--- src/rtl/hdlc_am_pkg.sv ---
package hdlc_am_pkg;
  localparam int BYTE_W = 8;
  localparam int WORD_W = 16;

  typedef logic [WORD_W-1:0] word_t;
  typedef logic [BYTE_W-1:0] byte_t;

  // Equal on every position the mask keeps
  function automatic logic masked_eq(word_t rx_w, word_t ref_w, word_t mask);
    return ((rx_w ^ ref_w) & mask) == '0;
  endfunction

  // Any kept bit in the upper byte means two address bytes
  function automatic logic wide_mode(word_t mask);
    return mask[WORD_W-1:BYTE_W] != '0;
  endfunction
endpackage

--- src/rtl/hdlc_am_frame.sv ---
module hdlc_am_frame
  import hdlc_am_pkg::*;
#(
  parameter int NREG = 4
) (
  input  logic                   clk,
  input  logic                   rst_n,
  input  logic                   rx_sof,
  input  logic                   rx_valid,
  input  byte_t                  rx_data,
  input  logic                   rx_eof,
  input  word_t                  cfg_mask,
  input  logic [NREG*WORD_W-1:0] cfg_addr,
  output logic                   addr_done,
  output logic                   short_end,
  output word_t                  cur_word,
  output word_t                  mask_q,
  output logic [NREG*WORD_W-1:0] addr_q
);
  logic  open_q, decided_q, got_lo_q, wide_q;
  byte_t lo_q;
  logic  take;

  // configuration is sampled only on the frame-open cycle
  always_ff @(posedge clk or negedge rst_n) begin
    if (!rst_n) begin
      open_q    <= 1'b0;
      decided_q <= 1'b0;
      got_lo_q  <= 1'b0;
      wide_q    <= 1'b0;
      lo_q      <= '0;
      mask_q    <= '0;
      addr_q    <= '0;
    end else if (rx_sof) begin
      open_q    <= 1'b1;
      decided_q <= 1'b0;
      got_lo_q  <= 1'b0;
      wide_q    <= wide_mode(cfg_mask);
      mask_q    <= cfg_mask;
      addr_q    <= cfg_addr;
    end else if (open_q) begin
      if (take) begin
        if (wide_q && !got_lo_q) begin
          lo_q     <= rx_data;
          got_lo_q <= 1'b1;
        end else begin
          decided_q <= 1'b1;
        end
      end
      if (rx_eof) open_q <= 1'b0;
    end
  end

  assign take      = open_q && !rx_sof && rx_valid && !decided_q;
  assign addr_done = take && (!wide_q || got_lo_q);
  assign short_end = open_q && !rx_sof && rx_eof && !decided_q && !addr_done;
  // the first byte is the low half
  assign cur_word  = wide_q ? {rx_data, lo_q} : {{BYTE_W{1'b0}}, rx_data};
endmodule

--- src/rtl/hdlc_am_bank.sv ---
module hdlc_am_bank
  import hdlc_am_pkg::*;
#(
  parameter int NREG  = 4,
  parameter int IDX_W = (NREG > 1) ? $clog2(NREG) : 1
) (
  input  word_t                  cur_word,
  input  word_t                  mask_q,
  input  logic [NREG*WORD_W-1:0] addr_q,
  output logic                   any_hit,
  output logic [IDX_W-1:0]       hit_idx
);
  logic [NREG-1:0] hit_vec;

  for (genvar g = 0; g < NREG; g++) begin : g_cmp
    assign hit_vec[g] = masked_eq(cur_word, addr_q[g*WORD_W +: WORD_W], mask_q);
  end

  assign any_hit = |hit_vec;

  // the lowest index wins
  always_comb begin
    hit_idx = '0;
    for (int i = NREG - 1; i >= 0; i--) begin
      if (hit_vec[i]) hit_idx = IDX_W'(i);
    end
  end
endmodule

--- src/rtl/hdlc_addr_match.sv ---
module hdlc_addr_match
  import hdlc_am_pkg::*;
#(
  parameter int NREG  = 4,
  parameter int IDX_W = (NREG > 1) ? $clog2(NREG) : 1
) (
  input  logic                   clk,
  input  logic                   rst_n,
  input  logic                   rx_sof,
  input  logic                   rx_valid,
  input  logic [7:0]             rx_data,
  input  logic                   rx_eof,
  input  logic [15:0]            cfg_mask,
  input  logic [NREG*16-1:0]     cfg_addr,
  output logic                   dec_valid,
  output logic                   dec_accept,
  output logic [IDX_W-1:0]       dec_index
);
  logic                   addr_done, short_end, any_hit;
  word_t                  cur_word, mask_q;
  logic [NREG*WORD_W-1:0] addr_q;
  logic [IDX_W-1:0]       hit_idx;

  hdlc_am_frame #(.NREG(NREG)) u_frame (
    .clk       (clk),
    .rst_n     (rst_n),
    .rx_sof    (rx_sof),
    .rx_valid  (rx_valid),
    .rx_data   (rx_data),
    .rx_eof    (rx_eof),
    .cfg_mask  (cfg_mask),
    .cfg_addr  (cfg_addr),
    .addr_done (addr_done),
    .short_end (short_end),
    .cur_word  (cur_word),
    .mask_q    (mask_q),
    .addr_q    (addr_q)
  );

  hdlc_am_bank #(.NREG(NREG), .IDX_W(IDX_W)) u_bank (
    .cur_word (cur_word),
    .mask_q   (mask_q),
    .addr_q   (addr_q),
    .any_hit  (any_hit),
    .hit_idx  (hit_idx)
  );

  // registered decision, one cycle after the deciding event
  always_ff @(posedge clk or negedge rst_n) begin
    if (!rst_n) begin
      dec_valid  <= 1'b0;
      dec_accept <= 1'b0;
      dec_index  <= '0;
    end else begin
      dec_valid  <= addr_done || short_end;
      dec_accept <= addr_done && any_hit;
      dec_index  <= (addr_done && any_hit) ? hit_idx : '0;
    end
  end
endmodule

--- config.mk ---
export PLATFORM = sky130hd
export DESIGN_NAME = hdlc_addr_match
export DESIGN_NICKNAME = d
export VERILOG_FILES = /design/src/rtl/hdlc_am_pkg.sv /design/src/rtl/hdlc_am_frame.sv /design/src/rtl/hdlc_am_bank.sv /design/src/rtl/hdlc_addr_match.sv
export SDC_FILE = /design/constraint.sdc
export NUM_CORES = 1
export LEC_CHECK = 0
export ABC_AREA = 1
export BUFFER_PORTS_ARGS = -buffer_cell sky130_fd_sc_hd__buf_2
export CAP_MARGIN = 20
export CORE_AREA = 2 2 103 105
export DETAILED_ROUTE_END_ITERATION = 8
export DIE_AREA = 0 0 105 107
export PLACE_DENSITY = 0.79
export SYNTH_ARGS = -nofsm -noshare
export SYNTH_HDL_FRONTEND = slang
export SYNTH_SLANG_ARGS = --single-unit
--- constraint.sdc ---
create_clock -name clk -period 1.7 [get_ports clk]
set_clock_uncertainty 0.2 [all_clocks]
set_input_delay 0.085 -clock clk [delete_from_list [all_inputs] [get_ports clk]]
set_output_delay 0.085 -clock clk [all_outputs]
set_load 0.005 [all_outputs]
==> results of run 1 <==
-- layout by cell type, fill, tap and decap left out --
master	Yosys	routed
sky130_fd_sc_hd__a22o_1	1	1
sky130_fd_sc_hd__nand2_1	242	222
sky130_fd_sc_hd__a21oi_1	2	2
sky130_fd_sc_hd__nand2_4	0	2
sky130_fd_sc_hd__dfrtp_2	0	1
sky130_fd_sc_hd__nor3_1	1	1
sky130_fd_sc_hd__inv_1	75	75
sky130_fd_sc_hd__clkinv_2	0	3
sky130_fd_sc_hd__nor4_1	1	1
sky130_fd_sc_hd__buf_2	1	94
sky130_fd_sc_hd__nand2_2	4	22
sky130_fd_sc_hd__clkbuf_1	17	1
sky130_fd_sc_hd__buf_12	0	3
sky130_fd_sc_hd__dfrtp_1	96	95
sky130_fd_sc_hd__a32oi_1	1	1
sky130_fd_sc_hd__o21ai_2	0	1
sky130_fd_sc_hd__inv_4	0	1
sky130_fd_sc_hd__clkbuf_8	0	12
sky130_fd_sc_hd__o21ai_0	65	63
sky130_fd_sc_hd__nand4_1	4	4
sky130_fd_sc_hd__nand3_2	0	1
sky130_fd_sc_hd__o21ai_1	1	2
sky130_fd_sc_hd__nor2_4	0	1
sky130_fd_sc_hd__nor2_1	23	17
sky130_fd_sc_hd__dlygate4sd3_1	0	92
sky130_fd_sc_hd__nor2_2	0	5
sky130_fd_sc_hd__buf_4	3	18
sky130_fd_sc_hd__buf_6	1	3
sky130_fd_sc_hd__or2_2	1	1
sky130_fd_sc_hd__mux2_2	8	8
sky130_fd_sc_hd__nand3_1	128	127
-- cell usage after synthesis --
| cell type | number | share of area [%] |
|---|---|---|
| sky130_fd_sc_hd__a22o_1 | 1 | 0.18 |
| sky130_fd_sc_hd__nor3_1 | 1 | 0.10 |
| sky130_fd_sc_hd__buf_6 | 1 | 0.23 |
| sky130_fd_sc_hd__o21ai_1 | 1 | 0.10 |
| sky130_fd_sc_hd__nand4_1 | 4 | 0.51 |
| sky130_fd_sc_hd__inv_2 | 1 | 0.076 |
| sky130_fd_sc_hd__buf_4 | 3 | 0.46 |
| sky130_fd_sc_hd__buf_1 | 1 | 0.076 |
| sky130_fd_sc_hd__buf_2 | 1 | 0.10 |
| sky130_fd_sc_hd__nor2_1 | 23 | 1.7 |
| sky130_fd_sc_hd__or2_2 | 1 | 0.13 |
| sky130_fd_sc_hd__o21ai_0 | 65 | 6.6 |
| sky130_fd_sc_hd__dfrtp_1 | 96 | 49 |
| sky130_fd_sc_hd__nand2_1 | 242 | 18 |
| sky130_fd_sc_hd__clkbuf_1 | 17 | 1.3 |
| sky130_fd_sc_hd__a21oi_1 | 2 | 0.20 |
| sky130_fd_sc_hd__nand3_1 | 128 | 13 |
| sky130_fd_sc_hd__nand2_2 | 4 | 0.51 |
| sky130_fd_sc_hd__mux2_2 | 8 | 1.8 |
| sky130_fd_sc_hd__a32oi_1 | 1 | 0.18 |
| sky130_fd_sc_hd__inv_1 | 75 | 5.7 |
| sky130_fd_sc_hd__nor4_1 | 1 | 0.13 |
-- flip-flops by register name (all words and copies together) (netlist names) --
| signal | cells |
|---|---|
| dec_accept | 1 |
| dec_index | 2 |
| dec_valid | 1 |
| u_frame.addr_q | 64 |
| u_frame.decided_q | 1 |
| u_frame.got_lo_q | 1 |
| u_frame.lo_q | 8 |
| u_frame.mask_q | 16 |
| u_frame.open_q | 1 |
| u_frame.wide_q | 1 |
-- worst reg2reg max path: stages (launching register included) --
cell and delay, ps:
sky130_fd_sc_hd__dfrtp_2 490, sky130_fd_sc_hd__inv_4 150, sky130_fd_sc_hd__nand2_1 160, sky130_fd_sc_hd__nand2_2 130, sky130_fd_sc_hd__nand2_1 60, sky130_fd_sc_hd__nand3_1 80, sky130_fd_sc_hd__o21ai_1 80, sky130_fd_sc_hd__nor2_1 110
sky130_fd_sc_hd__nand3_1 110, sky130_fd_sc_hd__nand2_1 110, sky130_fd_sc_hd__o21ai_2 60, sky130_fd_sc_hd__nor2_1 110
-- power by group --
part / leakage (nW) / switching, W / internal [W] / total, W
Combinational: 2.34 / 0.000768 / 0.000642 / 0.00141
Sequential: 1.17 / 0.000172 / 0.00251 / 0.00268
Clock: 0.0992 / 0.000769 / 0.000646 / 0.00142
-- timing repair --
action / CTS / global route
buffers inserted: 2 / 0
hold buffers: 92 / 0
gates cloned: 1 / 0
pin swaps: 1 / 2
endpoints found under the setup margin: 11 / 13
endpoints found under the hold margin: 189 / 0
resized for setup: 33 / 9
-- area by class of cell --
cell class	instances	area, um^2
fill	837	3190
sequential	96	2400
multi-input combinational	482	2240
timing repair buffer	210	1620
inverter	76	288
tap	136	170
clock buffer	13	169
clock inverter	3	15.0
-- routing by layer --
| metal | up-vias | track usage, % | wire length, um | part of all wire [%] |
|---|---|---|---|---|
| met5 | - | 0 | 0 | 0 |
| met4 | 0 | 11.6 | 372 | 2.6 |
| met3 | 30 | 3.47 | 805 | 5.7 |
| met2 | 203 | 43.8 | 6870 | 48 |
| met1 | 2448 | 35.2 | 6190 | 43 |
| li1 | 2561 | - | - | - |
-- worst paths after layout --
kind	from	to	slack, ps	depth (start not counted)
setup / recovery	u_frame.wide_q	dec_index[0]	-200	11
hold / removal	rst_n	u_frame.lo_q[2]	-3	2
setup reg to reg	u_frame.wide_q	dec_index[0]	-200	11
hold reg to reg	u_frame.decided_q	dec_valid	290	1
max in group asynchronous	rst_n	u_frame.wide_q	740	3
min in group clk	rx_sof	u_frame.decided_q	30	3
-- through the flow --
| step | setup WS (ps) | TNS (ps) | instances |
|---|---|---|---|
| final | -197 | -518 | 1016 |
| after detailed placement | -334 | -1630 | 906 |
| after CTS | -158 | -405 | 1017 |
| after global placement | -293 | -1050 | 906 |
| after floorplan | 11.6 | 0 | 677 |
| after global routing | -365 | -1010 | 1016 |
-- kinds of logic (layout without fill, tap and decap cells) --
logic type             after synthesis  count (layout)  share of synthesized area [%]
and+or+nand+nor                    404             404                           34.4
DFF                                 96              96                           48.6
buffers and inverters               99             302                           7.92
muxes                                8               8                           1.82
AOI/OAI and AO/OA                   70              70                           7.24
==> results.yml, run 1 <==
logic_synthesis:
  synth_cells: 677
  post_synth_num_cell_types: 22
  postSynthRegisterBits: 96
  syn_area_per_cell_um2: 7.30
  ys_seq_area_share_pct: 48.6
  synth_nets: 770
  mappedNetlistArea_um2: 4940
  synth_warnings: 0
timing:
  finalHoldViolCount: 9
  achievable-frequency_ghz: 0.527
  final_max_slew_viol_count: 0
  post-route-min-period_ps: 1900
  final_min_period_over_clock_period_pct: 112
  hold-worst-slack_ps: -3.31
  grt_setup_unrepaired: "true"
  max-slew-margin-rel_pct: 64.3
  setup_viol: 3
  tightest_slew_ps: 535
  setup_ws_ps: -197
floorplan:
  die_area_um2: 11200
  fp.coreArea_um2: 10100
  dieHeight_um: 107
  start_util_pct: 49.0
  die_x_um: 105
  design.portCount: 97
  core.rowCount: 37
layout:
  fin_util_pct: 68.4
  diodes: 0
  syn2layout_area_growth_pct: 39.7
  finalInstanceArea_um2: 6910
  nets: 968
  final_layout_size_suffix_gt1_share_pct: 20.0
worst_setup_path:
  timing.critical_path.slowest_cell_delay_ps: 490
  critical_path_required_ps: 1800
  worst_path_dominant_cell_family: "simple AND/OR/NAND/NOR gates"
  timing.setup.critical_path_class: "reg -> reg"
  timing.critical_path.to_type: "flip-flop"
  cp.buffers_inverters: 1
  critical_path_arrival_ps: 2000
  path_cells: "inv_4 > nand2_1 > nand2_2 > nand2_1 > nand3_1 > o21ai_1 > nor2_1 > nand3_1 > nand2_1 > o21ai_2 > nor2_1"
  crit_path_frequent_cell: "sky130_fd_sc_hd__nand2_1"
  crit_path_start_kind: "flip-flop"
  cpMaxStageDelayCell: "sky130_fd_sc_hd__dfrtp_2"
  crit_path_max_fanout: 9
global_route:
  track_usage_pct: 26.5
  first_global_vias: 5057
  grt_pass1_wl_um: 23500
  gr-total-overflow: 0
  number_of_antenna_violations_at_the_first_check_in_global_routing: 0
  grt_start_max_net_pins: 67
cts:
  clk_root_buffer_cell: "sky130_fd_sc_hd__clkbuf_8"
  clock-sinks: 96
  cts-htree-levels: 3
  ctsLongestPathBuffers: 2
  cts_buf_count: 9
  tritoncts: "done"
  clock_insertion_delay_worst_skew_ps: 370
  cts.clk_slew.worst_paths_ps: 90
run_status:
  result_of_the_run: "complete, but fails checks"
  failed_checks: "negative hold slack, negative setup slack"
pwr:
  power.leakage_nw: 3.60
  p_per_area_nw_per_um2: 798
  power_w: 0.00551
  max-vdd-ir-drop_uv: 451
detailed_routing:
  drt.antenna.violating_nets: 0
  drt-vias-per-instance: 5.16
  remaining_drc_errors: 0
  totalWireLength_um: 14200
  route.vias.total: 5242
  dr.first_iter.drc_count: 402
  wl_per_cell_um: 14.0
  router_iterations_before_antenna_repair: 5
worst_hold_path:
  hp-class: "in -> async"
placement:
  detailed_place_hpwl_um: 9810
  detailed_place.area_um2: 5670
  gp_congestion: 0.849
  place.port_buffers: 96
flow_run:
  drv_cap: 0
Power figures use the tool's default switching activity.
==> inputs of run 2 (changes only) <==
Settings changed: PLACE_DENSITY 0.79 to 0.75.
==> run 2 against run 1 <==
Effect of this change:
- hold slack better by 61 ps
- the flow finishes with violations (negative setup slack)
- wire length is 0.18% higher
- largest cell class unchanged
- highest routed layer unchanged
- global-route usage up 0.14 points
- flip-flop and latch count stayed put
- register-to-register slack got worse by 80 ps
- sequential share of layout area shrank 0.17 points
- fmax is 4.1% lower
- critical endpoint is now dec_index[1]
==> results.yml, run 2 (synthesis results as in run 1) <==
worst_setup_path:
  reg2regPathDepth: 13
  regToRegStartpoint: "u_frame.wide_q"
  crit_path_start_kind: "flip-flop"
  cp.buffers_inverters: 3
  timing.critical_path.slowest_cell_delay_ps: 490
  cp-endpoint: "dec_index[1]"
  startpoint: "u_frame.wide_q"
  timing.setup.critical_path_class: "reg -> reg"
  reg2reg_slack_ps: -280
  path_cells: "buf_6 > buf_12 > nand2_4 > nand2_1 > nand3_1 > nand2_1 > inv_1 > nand2_1 > nor2_2 > nand3_2 > nand2_1 > nand2_1 > nor2_1"
  crit_path_frequent_cell: "sky130_fd_sc_hd__nand2_1"
  critical_path_arrival_ps: 2090
  critical_path.reg2reg.endpoint: "dec_index[1]"
  crit_path_max_fanout: 14
  timing.critical_path.to_type: "flip-flop"
  cpMaxStageDelayCell: "sky130_fd_sc_hd__dfrtp_2"
  critical_path_cell_count: 13
  critical_path_required_ps: 1810
  worst_path_dominant_cell_family: "simple AND/OR/NAND/NOR gates"
pwr:
  power_w: 0.00561
  max-vdd-ir-drop_uv: 504
  power.leakage_nw: 3.60
  p_per_area_nw_per_um2: 808
cts:
  cts.repair_timing.setup_buffer_count: 0
  cts_buf_count: 9
  ctsLongestPathBuffers: 2
  clock-sinks: 96
  cts.clk_slew.worst_paths_ps: 90
  cts-htree-levels: 3
  clock_insertion_delay_worst_skew_ps: 380
  tritoncts: "done"
  clk_root_buffer_cell: "sky130_fd_sc_hd__clkbuf_8"
layout:
  final_layout_size_suffix_gt1_share_pct: 19.5
  ff_latch_area_um2: 2400
  layout.cells.most_common: "sky130_fd_sc_hd__nand2_1"
  regMostFlops: "u_frame.addr_q"
  commonest_cells_after_routing_fill_and_taps_aside: "sky130_fd_sc_hd__nand2_1 (226), sky130_fd_sc_hd__nand3_1 (126), sky130_fd_sc_hd__buf_2 (95), sky130_fd_sc_hd__dfrtp_1 (95), sky130_fd_sc_hd__dlygate4sd3_1 (93)"
  diodes: 0
  nets: 968
  layout.filler_cells: 822
  syn2layout_area_growth_pct: 40.3
  reg_top3: "u_frame.addr_q x64, u_frame.mask_q x16, u_frame.lo_q x8"
  finalInstanceArea_um2: 6940
  largest_reg_flops: 64
  multi_input_combinational_cell_area_um2: 2230
timing:
  final_min_period_over_clock_period_pct: 116
  tightest_slew_ps: 522
  setup_viol: 3
  achievable-frequency_ghz: 0.506
  setup_ws_ps: -277
  final_max_slew_viol_count: 0
  max-slew-margin-rel_pct: 65.2
  post-route-min-period_ps: 1980
  grt_setup_unrepaired: "true"
  finalHoldViolCount: 0
  hold-worst-slack_ps: 58.1
detailed_routing:
  dr.first_iter.drc_count: 397
  router_iterations_before_antenna_repair: 6
  totalWireLength_um: 14300
  route.vias.total: 5213
  remaining_drc_errors: 0
  wl_per_cell_um: 14.0
  drt-vias-per-instance: 5.13
  drt.antenna.violating_nets: 0
global_route:
  grt_pass1_wl_um: 23700
  track_usage_pct: 26.7
  gr-total-overflow: 0
  first_global_vias: 5185
  grt_start_max_net_pins: 145
  number_of_antenna_violations_at_the_first_check_in_global_routing: 0
floorplan:
  fp.coreArea_um2: 10100
  dieHeight_um: 107
  design.portCount: 97
  die_x_um: 105
  core.rowCount: 37
  start_util_pct: 49.0
  die_area_um2: 11200
flow_run:
  drv_cap: 0
placement:
  place.port_buffers: 96
  detailed_place_hpwl_um: 9630
  placement.setup.worst_slack_ps: -277
  gp_congestion: 0.877
  detailed_place.area_um2: 5710
run_status:
  failed_checks: "negative setup slack"
  result_of_the_run: "complete, but fails checks"
worst_hold_path:
  hp-class: "in -> reg"
[run 2: tightest hold or removal path, cell delays in order]
cell and delay, ps:
sky130_fd_sc_hd__buf_4 120, sky130_fd_sc_hd__buf_12 240, sky130_fd_sc_hd__nand2_1 110, sky130_fd_sc_hd__nand2_1 40
[run 2: worst min-delay path by stage]
| stage | start | slack, ps | cells past startpoint | endpoint |
|---|---|---|---|---|
| final | rx_sof | 60 | 4 | u_frame.mask_q[6] |
| after global routing | rx_sof | 100 | 4 | u_frame.mask_q[5] |
| after CTS | rx_sof | 50 | 4 | u_frame.mask_q[6] |
| after detailed placement | rst_n | -160 | 1 | u_frame.addr_q[42] |
| after global placement | rst_n | -160 | 1 | u_frame.addr_q[58] |
| after floorplan | rst_n | -410 | 0 | dec_accept |
[run 2: power by group]
group | switching [W] | internal, W | total (W)
Sequential | 0.000164 | 0.00251 | 0.00267
Combinational | 0.000770 | 0.000645 | 0.00142
Clock | 0.000798 | 0.000718 | 0.00152
[run 2: stage by stage]
stage | instances | TNS (ps) | utilization, %
2_1_floorplan | 677 | 0 | -
3_3_place_gp | 906 | -629 | 56.5
3_5_place_dp | 906 | -741 | 56.5
4_1_cts | 1016 | -543 | 68.6
5_1_grt | 1016 | -1260 | 68.8
6_report | 1016 | -746 | 68.8
[run 2: repair_timing]
action                     in CTS  in global routing
hold buffers                   93                  0
pin swaps                       2                  0
gates resized for setup        27                  8
setup endpoints to repair      11                 13
cloned                          1                  0
hold endpoints to repair      189                  0
[run 2: layout make-up]
class / instances / share of cell area, %
multi-input cells: 482 / 32.2
clock buffers: 11 / 2.04
flip-flops and latches: 96 / 34.6
repair buffers: 210 / 23.7
clock inverters: 5 / 0.811
inverters: 76 / 4.18
well taps: 136 / 2.45
[run 2: per-layer routing]
metal	up-vias	wire length (um)	global-route usage, %
met5	-	0	0
li1	2566	-	-
met4	0	457	13.0
met3	43	673	3.34
met1	2418	6290	34.5
met2	186	6850	44.6
